--- config.mk ---
export PLATFORM = sky130hd
export DESIGN_NAME = wave_timer
export DESIGN_NICKNAME = d
export VERILOG_FILES = /design/src/rtl/wt_pkg.sv /design/src/rtl/wt_mode_dec.sv /design/src/rtl/wt_counter.sv /design/src/rtl/wt_cmp_buf.sv /design/src/rtl/wave_timer.sv
export SDC_FILE = /design/constraint.sdc
export NUM_CORES = 1
export LEC_CHECK = 0
export BUFFER_PORTS_ARGS = -buffer_cell sky130_fd_sc_hd__buf_4
export CORE_ASPECT_RATIO = 1.4
export CORE_MARGIN = 1.5
export CORE_UTILIZATION = 37
export DETAILED_ROUTE_END_ITERATION = 7
export MAX_ROUTING_LAYER = met4
export SLEW_MARGIN = 20
export SYNTH_ARGS = -nofsm -noshare
export SYNTH_HDL_FRONTEND = slang
export SYNTH_HIERARCHICAL = 1
export SYNTH_SLANG_ARGS = --single-unit
--- constraint.sdc ---
create_clock -name clk_i -period 6.35 [get_ports clk_i]
set_input_delay 0.3175 -clock clk_i [delete_from_list [all_inputs] [get_ports clk_i]]
set_output_delay 0.3175 -clock clk_i [all_outputs]
set_load 0.05 [all_outputs]
--- src/rtl/wt_pkg.sv ---
package wt_pkg;
  typedef enum logic [1:0] {ST_UP, ST_DUAL, ST_HOLD} style_e;
  typedef enum logic [1:0] {TS_MAX, TS_FIX, TS_OCRA, TS_ICR} topsrc_e;
  typedef enum logic [1:0] {PT_IMM, PT_TOP, PT_BOT, PT_NONE} upd_e;
  typedef enum logic [1:0] {OV_MAX, OV_TOP, OV_BOT, OV_NONE} ovp_e;

  typedef struct packed {
    style_e     style;
    topsrc_e    src;
    logic [1:0] fix;   // 0:8-bit 1:9-bit 2:10-bit
    upd_e       upd;
    ovp_e       ovp;
  } mode_cfg_t;

  function automatic mode_cfg_t decode_mode(input logic [3:0] m);
    mode_cfg_t c;
    c = '{style: ST_UP, src: TS_MAX, fix: 2'd0, upd: PT_IMM, ovp: OV_MAX};
    case (m)
      4'd0:  c = '{ST_UP,   TS_MAX,  2'd0, PT_IMM,  OV_MAX};
      4'd1:  c = '{ST_DUAL, TS_FIX,  2'd0, PT_TOP,  OV_BOT};
      4'd2:  c = '{ST_DUAL, TS_FIX,  2'd1, PT_TOP,  OV_BOT};
      4'd3:  c = '{ST_DUAL, TS_FIX,  2'd2, PT_TOP,  OV_BOT};
      4'd4:  c = '{ST_UP,   TS_OCRA, 2'd0, PT_IMM,  OV_MAX};
      4'd5:  c = '{ST_UP,   TS_FIX,  2'd0, PT_BOT,  OV_TOP};
      4'd6:  c = '{ST_UP,   TS_FIX,  2'd1, PT_BOT,  OV_TOP};
      4'd7:  c = '{ST_UP,   TS_FIX,  2'd2, PT_BOT,  OV_TOP};
      4'd8:  c = '{ST_DUAL, TS_ICR,  2'd0, PT_BOT,  OV_BOT};
      4'd9:  c = '{ST_DUAL, TS_OCRA, 2'd0, PT_BOT,  OV_BOT};
      4'd10: c = '{ST_DUAL, TS_ICR,  2'd0, PT_TOP,  OV_BOT};
      4'd11: c = '{ST_DUAL, TS_OCRA, 2'd0, PT_TOP,  OV_BOT};
      4'd12: c = '{ST_UP,   TS_ICR,  2'd0, PT_IMM,  OV_MAX};
      4'd13: c = '{ST_HOLD, TS_MAX,  2'd0, PT_NONE, OV_NONE};
      4'd14: c = '{ST_UP,   TS_ICR,  2'd0, PT_BOT,  OV_TOP};
      default: c = '{ST_UP, TS_OCRA, 2'd0, PT_BOT,  OV_TOP};
    endcase
    return c;
  endfunction
endpackage

--- src/rtl/wt_mode_dec.sv ---
module wt_mode_dec
  import wt_pkg::*;
#(
  parameter int W = 16
) (
  input  logic [3:0]   mode_i,
  input  logic [W-1:0] ocra_i,
  input  logic [W-1:0] icr_i,
  output mode_cfg_t    cfg_o,
  output logic [W-1:0] top_o
);
  localparam logic [W-1:0] TOP8  = W'(255);
  localparam logic [W-1:0] TOP9  = W'(511);
  localparam logic [W-1:0] TOP10 = W'(1023);

  always_comb begin
    cfg_o = decode_mode(mode_i);
    case (cfg_o.src)
      TS_FIX:  top_o = (cfg_o.fix == 2'd0) ? TOP8 : (cfg_o.fix == 2'd1) ? TOP9 : TOP10;
      TS_OCRA: top_o = ocra_i;
      TS_ICR:  top_o = icr_i;
      default: top_o = '1;
    endcase
  end
endmodule

--- src/rtl/wt_counter.sv ---
module wt_counter
  import wt_pkg::*;
#(
  parameter int W = 16
) (
  input  logic         clk_i,
  input  logic         rst_ni,
  input  logic         tick_i,
  input  style_e       style_i,
  input  logic [W-1:0] top_i,
  output logic [W-1:0] cnt_o,
  output logic         down_o,
  output logic         ev_top_o,
  output logic         ev_bot_o,
  output logic         ev_max_o
);
  localparam logic [W-1:0] ONE = W'(1);

  logic [W-1:0] cnt_q, cnt_d;
  logic         down_q, down_d;
  logic         ev_top, ev_bot;

  always_comb begin
    cnt_d  = cnt_q;
    down_d = down_q;
    ev_top = 1'b0;
    ev_bot = 1'b0;
    case (style_i)
      ST_UP: begin
        down_d = 1'b0;
        if (cnt_q == top_i) begin
          cnt_d  = '0;
          ev_top = 1'b1;
          ev_bot = 1'b1;
        end else begin
          cnt_d = cnt_q + ONE;
        end
      end
      ST_DUAL: begin
        if (!down_q) begin
          if (cnt_q >= top_i) begin  // reverse, also when TOP fell below count
            ev_top = 1'b1;
            cnt_d  = (cnt_q == '0) ? '0 : cnt_q - ONE;
            down_d = (cnt_q != '0);
          end else begin
            cnt_d = cnt_q + ONE;
          end
        end else if (cnt_q == '0) begin
          ev_bot = 1'b1;
          cnt_d  = ONE;
          down_d = 1'b0;
        end else begin
          cnt_d = cnt_q - ONE;
        end
      end
      default: ;
    endcase
  end

  always_ff @(posedge clk_i or negedge rst_ni) begin
    if (!rst_ni) begin
      cnt_q  <= '0;
      down_q <= 1'b0;
    end else if (tick_i) begin
      cnt_q  <= cnt_d;
      down_q <= down_d;
    end
  end

  assign cnt_o    = cnt_q;
  assign down_o   = down_q;
  assign ev_top_o = tick_i && ev_top;
  assign ev_bot_o = tick_i && ev_bot;
  assign ev_max_o = tick_i && (style_i != ST_HOLD) && (cnt_q == '1);
endmodule

--- src/rtl/wt_cmp_buf.sv ---
module wt_cmp_buf #(
  parameter int W = 16
) (
  input  logic         clk_i,
  input  logic         rst_ni,
  input  logic         wr_i,
  input  logic [W-1:0] wdata_i,
  input  logic         imm_i,
  input  logic         commit_i,
  output logic [W-1:0] act_o
);
  logic [W-1:0] buf_q, act_q;

  always_ff @(posedge clk_i or negedge rst_ni) begin
    if (!rst_ni) begin
      buf_q <= '0;
      act_q <= '0;
    end else begin
      if (wr_i) buf_q <= wdata_i;
      if (imm_i)         act_q <= wr_i ? wdata_i : buf_q;
      else if (commit_i) act_q <= buf_q;  // same-cycle write waits for next commit
    end
  end

  assign act_o = act_q;
endmodule

--- src/rtl/wave_timer.sv ---
module wave_timer
  import wt_pkg::*;
#(
  parameter int W = 16
) (
  input  logic         clk_i,
  input  logic         rst_ni,
  input  logic         tick_i,
  input  logic [3:0]   mode_i,
  input  logic         ocra_wr_i,
  input  logic         ocrb_wr_i,
  input  logic         icr_wr_i,
  input  logic [W-1:0] wdata_i,
  input  logic         ovf_clr_i,
  output logic [W-1:0] cnt_o,
  output logic         dir_down_o,
  output logic         match_a_o,
  output logic         match_b_o,
  output logic         ovf_o
);
  localparam int NCH = 2;

  mode_cfg_t    cfg;
  logic [W-1:0] top, icr_q, cnt;
  logic [W-1:0] act [NCH];
  logic         ev_top, ev_bot, ev_max;
  logic         imm, commit, ovf_set, ovf_q;
  logic [NCH-1:0] wr, match_q;

  assign wr = {ocrb_wr_i, ocra_wr_i};

  wt_mode_dec #(.W(W)) u_dec (
    .mode_i (mode_i),
    .ocra_i (act[0]),
    .icr_i  (icr_q),
    .cfg_o  (cfg),
    .top_o  (top)
  );

  wt_counter #(.W(W)) u_cnt (
    .clk_i    (clk_i),
    .rst_ni   (rst_ni),
    .tick_i   (tick_i),
    .style_i  (cfg.style),
    .top_i    (top),
    .cnt_o    (cnt),
    .down_o   (dir_down_o),
    .ev_top_o (ev_top),
    .ev_bot_o (ev_bot),
    .ev_max_o (ev_max)
  );

  assign imm    = (cfg.upd == PT_IMM);
  assign commit = ((cfg.upd == PT_TOP) && ev_top) || ((cfg.upd == PT_BOT) && ev_bot);

  for (genvar i = 0; i < NCH; i++) begin : g_ch
    wt_cmp_buf #(.W(W)) u_buf (
      .clk_i    (clk_i),
      .rst_ni   (rst_ni),
      .wr_i     (wr[i]),
      .wdata_i  (wdata_i),
      .imm_i    (imm),
      .commit_i (commit),
      .act_o    (act[i])
    );

    always_ff @(posedge clk_i or negedge rst_ni) begin
      if (!rst_ni) match_q[i] <= 1'b0;
      else         match_q[i] <= tick_i && (cfg.style != ST_HOLD) && (cnt == act[i]);
    end
  end

  always_ff @(posedge clk_i or negedge rst_ni) begin
    if (!rst_ni)       icr_q <= '0;
    else if (icr_wr_i) icr_q <= wdata_i;
  end

  assign ovf_set = ((cfg.ovp == OV_MAX) && ev_max) ||
                   ((cfg.ovp == OV_TOP) && ev_top) ||
                   ((cfg.ovp == OV_BOT) && ev_bot);

  always_ff @(posedge clk_i or negedge rst_ni) begin
    if (!rst_ni)        ovf_q <= 1'b0;
    else if (ovf_set)   ovf_q <= 1'b1;
    else if (ovf_clr_i) ovf_q <= 1'b0;
  end

  assign cnt_o     = cnt;
  assign match_a_o = match_q[0];
  assign match_b_o = match_q[1];
  assign ovf_o     = ovf_q;
endmodule

**Word level (Yosys, flattened, before mapping)**

Memory sizes are Yosys's and may differ from the RTL's.
Cells that the tools add are included.

- Register bits after elaboration: 100
- ROM bits: 160
- Output and inout port bits: 20
- Logic and storage cells: 80
- Memories: 1

Memory list:

| memory | words | bits a word | read ports | clocked after Yosys merged registers in | write ports | RTL line | source |
|---|---|---|---|---|---|---|---|
| (name not given) | 16 | 10 | 1 | 0 | 0 | wt_pkg.sv:18 | `case (m)` |

- $add $sub $neg: 2
- Magnitude comparators: 1
- Equality and inequality tests: 14
- Mux-type cells: 28
- Reductions and logical operators: 24

Operator list:

| kind | number |
|---|---|
| 16-bit two-way mux | 12 |
| 16-bit == test | 3 |
| 16-bit case mux with 3 select lines | 1 |
| 16-bit case mux with 2 select lines | 1 |
| 16-bit by 1-bit adder with 16-bit output, second input constant | 1 |
| 16-bit == test, second input constant | 1 |
| 16-bit >= comparator | 1 |
| 16-bit zero test | 1 |
| 16-bit nonzero test | 1 |
| 16-bit by 1-bit subtractor with 16-bit output, second input constant | 1 |
| 1-bit logical AND | 11 |
| 2-bit by 1-bit == test with 1-bit output, second input constant | 5 |
| 1-bit two-way mux | 10 |
| 10-bit two-way mux | 1 |
| 2-bit == test, second input constant | 4 |
| 2-bit zero test | 4 |
| 1-bit case mux with 2 select lines | 3 |
| 2-bit nonzero test | 3 |
| 1-bit logical OR | 3 |
| 2-bit != test, second input constant | 1 |
| 2-bit AND reduction | 1 |

**Depth between registers and ports, before layout**

An unclocked memory read counts as a cell.

- Depth after elaboration: 14
- Mapped depth: 20
- Mapped depth without buffers: 16

**Hierarchy**

The synthesis kept the hierarchy.

By module, submodules not included:

| module | instances | cells each | area each (um^2) |
|---|---|---|---|
| wt_cmp_buf | 2 | 106 | 1417.6 |
| wt_counter | 1 | 245 | 1874.3 |
| wave_timer | 1 | 90 | 1096.1 |
| wt_mode_dec | 1 | 100 | 653.1 |

**Least setup slack after synthesis**

OpenSTA, ideal clock, no wires.

- Path type: input -> register
- From: in mode_i[0]
- To: reg g_ch[0].u_buf.act_q[6]
- Library setup time: 0.127 ns
- Data arrival time: 3.078 ns
- Data required time: 6.223 ns
- Path slack: 3.145 ns
- Stages on the path: 19
- Path buffers: 4
- Cell sequence: buf_6 -> buf_6 -> mux2_2 -> nand2_1 -> o21ai_1 -> inv_1 -> ha_1 -> a21oi_1 -> o21ai_0 -> a221o_1 -> or2_1 -> a31oi_1 -> nor2_1 -> nand3b_1 -> o21ai_0 -> buf_4 -> buf_6 -> mux2i_1 -> o21ai_2

RTL lines:

| element | RTL line | source |
|---|---|---|
| from (decl) | wave_timer.sv:9 | `input logic [3:0] mode_i,` |
| memory read 16 x 10 bit (*) | -- |  |
| 2-bit == test or 2-bit by 1-bit == test with 1-bit output (tied branches) | wt_mode_dec.sv:18 | `case (cfg_o.src)` |
| 16-bit case mux with 3 select lines (*) | wt_mode_dec.sv:18 |  |
| net top[11] | wave_timer.sv:24 | `logic [W-1:0] top, icr_q, cnt;` |
| 16-bit >= comparator | wt_counter.sv:41 | `if (cnt_q >= top_i) begin` |
| 1-bit two-way mux | wt_counter.sv:41 |  |
| 1-bit two-way mux | wt_counter.sv:40 | `if (!down_q) begin` |
| 1-bit case mux with 2 select lines (*) | wt_counter.sv:28 | `case (style_i)` |
| 1-bit logical AND (*) | wt_counter.sv:72 | `assign ev_top_o = tick_i && ev_top;` |
| net ev_top | wave_timer.sv:26 | `logic ev_top, ev_bot, ev_max;` |
| 1-bit logical AND (*) | wave_timer.sv:54 | `assign commit = ((cfg.upd == PT_TOP) && ev_top) \|\| ((cfg.upd == PT_BOT) && ev_bot);` |
| 1-bit logical OR (*) | wave_timer.sv:54 |  |
| net commit | wave_timer.sv:27 | `logic imm, commit, ovf_set, ovf_q;` |
| 2-bit nonzero test (no line) (*) | -- |  |
| to (signal assigned) | wt_cmp_buf.sv:20 | `if (imm_i) act_q <= wr_i ? wdata_i : buf_q;` |
| to (signal assigned) | wt_cmp_buf.sv:21 | `else if (commit_i) act_q <= buf_q;` |
| to (decl) | wt_cmp_buf.sv:12 | `logic [W-1:0] buf_q, act_q;` |

The timed path passes the listed nets; every way through them passes the cells marked *.
A chain may end at the register's enable or synchronous reset.

**Worst setup path in the final report**

- From: in mode_i[0]
- To: reg g_ch[1].u_buf.act_q[6]

RTL lines:

| element | RTL line |
|---|---|
| memory read 16 x 10 bit (*) | -- |
| 2-bit == test or 2-bit by 1-bit == test with 1-bit output (tied branches) | wt_mode_dec.sv:18 |
| 16-bit case mux with 3 select lines (*) | wt_mode_dec.sv:18 |
| net top[13] | wave_timer.sv:24 |
| 16-bit >= comparator | wt_counter.sv:41 |
| 1-bit two-way mux | wt_counter.sv:41 |
| 1-bit two-way mux | wt_counter.sv:40 |
| 1-bit case mux with 2 select lines (*) | wt_counter.sv:28 |
| 1-bit logical AND (*) | wt_counter.sv:72 |
| net ev_top | wave_timer.sv:26 |
| 1-bit logical AND (*) | wave_timer.sv:54 |
| 1-bit logical OR (*) | wave_timer.sv:54 |
| net commit | wave_timer.sv:27 |
| 2-bit nonzero test (no line) (*) | -- |
| to (signal assigned) | wt_cmp_buf.sv:20 |
| to (signal assigned) | wt_cmp_buf.sv:21 |
| to (decl) | wt_cmp_buf.sv:12 |

Marked as above.

==> impl_metrics.toml <==
[status]
status = "finished, final reports clean"

[layout]
fin_nets = 713
area_growth_pct = 10.7
diodes = 0
nFillCells = 1652
layout_common_cells = "dfrtp_1 (100), buf_4 (51), nand2_1 (45)"
drive_above_1_share_pct = 22.9
mostFrequentLayoutCell = "dfrtp_1"

[global_route]
grt_pass1_wl_microns = 27600
track_usage_pct = 19.8
grt-ovfl-total = 0
grt_pass1_vias = 5212
grt_max_degree = 69
antenna_found_initial = 0

[clock_tree]
postCtsHoldBufs = 0
clock_latency_ns = 0.35
cts_tree = "built"
cts-resized-gates = 0
path_clk_slew_ns = 0.07
cts_buffer_depth = 2
clock-sinks = 100
htree_levels = 3
post_cts_buffers = 0
cts_inserted_buffers = 9
cts_root_buf = "clkbuf_16"

[drt]
vias_per_cell = 5.53
post_drt_wl_per_cell_microns = 18.6
vias = 5000
drt_wl_total_microns = 16800
route.detailed.drc = 0
first_iter_violations = 358
ant_nets = 0
dr.pass1.iters = 5

[yosys]
netlist_instances = 643
syn_area_per_cell_sq_um = 10.0
synth_fp_nets = 689
synth_warnings = 6
syn_area_sq_um = 6440

[power_and_ir_drop]
ir_worst_vdd_mv = 0.130
p_per_area_nw_per_um2 = 347
leakagePower_nw = 2.93
power_mw = 2.47

[setup_path]
r2r_end = "g_ch[0].u_buf/act_o[13]"
critPathRequiredTime_ns = 6.56
cp_slowest_stage_delay_ns = 0.49
worstSetupPathType = "in -> reg"
path_buf_inv = 3
r2r_cells = 17
path_common_cell = "buf_4"
r2r-start = "g_ch[0].u_buf/act_o[7]"
cpLargestDelayFamily = "simple AND/OR/NAND/NOR gates"
cpMaxStageDelayCell = "buf_4"
path_cells = "buf_4 -> and3_1 -> a21oi_1 -> o21ai_1 -> inv_1 -> ha_1 -> nand4_1 -> nor3_1 -> o31a_1 -> or2_1 -> a31oi_1 -> nor2_1 -> nand3b_1 -> o21ai_4 -> buf_4 -> mux2i_1 -> o21ai_2"
ff2ff_setup_slack_ns = 2.79
arrival_ns = 3.78
endpoint_kind = "flip-flop"
crit_fanout = 34
start_kind = "input port"

[sta]
max_freq_mhz = 280
clock_skew_ns = 0.00820
drv_slew = 0
hold_violations = 0
setup_tns_ns = 0
final.period_utilization_pct = 56.3
worst_slew_pin_slew_ns = 0.808
rsz0062_at_grt = "no"
setup_viol = 0
relSlewSlack_pct = 46.1
layout_min_cycle_time_ns = 3.57

[job]
drv_cap = 0

[floorplan]
rows = 56
die_h_microns = 159
core-area_sq_um = 16900
dieArea_sq_um = 18200
die_w_microns = 115
initial_core_util_pct = 38.1
io_pins = 47

[placed_design]
place_congestion = 0.914
hpwlAfterDp_microns = 12100
port_buffers = 46

[worst_hold_path]
hold_path.class = "in -> async"
-- per-layer routing --
metal | routed length (microns) | GRT usage [%]
met5 | 0 | -
met3 | 530 | 2.25
met2 | 8600 | 33.6
met4 | 446 | 7.56
met1 | 7240 | 24.0
-- report_power, final --
group          total, mW  switching [mW]  internal [mW]
registers           1.00           0.251          0.752
clock network      0.541           0.267          0.274
logic              0.928           0.540          0.388
-- area by class of cell --
class / count / area (sq um) / area share, %
multi-input combinational: 475 / 3560 / 49.9
sequential: 100 / 2500 / 35.1
timing repair buffer: 51 / 383 / 5.37
tap: 232 / 290 / 4.07
clock buffer: 10 / 229 / 3.21
inverter: 30 / 113 / 1.58
clock inverter: 6 / 55.1 / 0.772
-- how the worst max path moves through the flow --
stage,startpoint,end,slack [ns],depth (start not counted)
floorplan,mode_i[0],g_ch[0].u_buf/act_o[6],3.14,19
global placement,mode_i[0],g_ch[1].u_buf/act_o[13],2.57,18
detailed placement,mode_i[0],g_ch[0].u_buf/act_o[11],2.44,17
CTS,g_ch[0].u_buf/act_o[7],g_ch[0].u_buf/act_o[13],2.81,17
global route,mode_i[0],g_ch[0].u_buf/act_o[1],2.46,17
finish,mode_i[0],g_ch[1].u_buf/act_o[6],2.78,17
-- flip-flops by register name, indices dropped and copies added, names as in the netlist --
name              flops
u_cnt/down_o          1
icr_q                16
g_ch.u_buf/buf_q     32
match_b_o             1
g_ch.u_buf/act_o     32
u_cnt/cnt_o          16
match_a_o             1
ovf_o                 1
-- metrics by stage --
| step | area, sq um | hold WS, ns | instances | util (%) | setup WS (ns) |
|---|---|---|---|---|---|
| after CTS | 7130 | 0.0285 | 904 | 42.2 | 2.81 |
| after global routing | 7130 | 0.0541 | 904 | 42.2 | 2.46 |
| after global placement | 6850 | 0.395 | 888 | 40.5 | 2.57 |
| after detailed placement | 6850 | 0.409 | 888 | 40.5 | 2.44 |
| final | 7130 | 0.00715 | 904 | 42.2 | 2.78 |
| after floorplan | 6440 | 0.0219 | 643 | - | 3.14 |
Note: power is estimated with default switching activity, not from simulation.
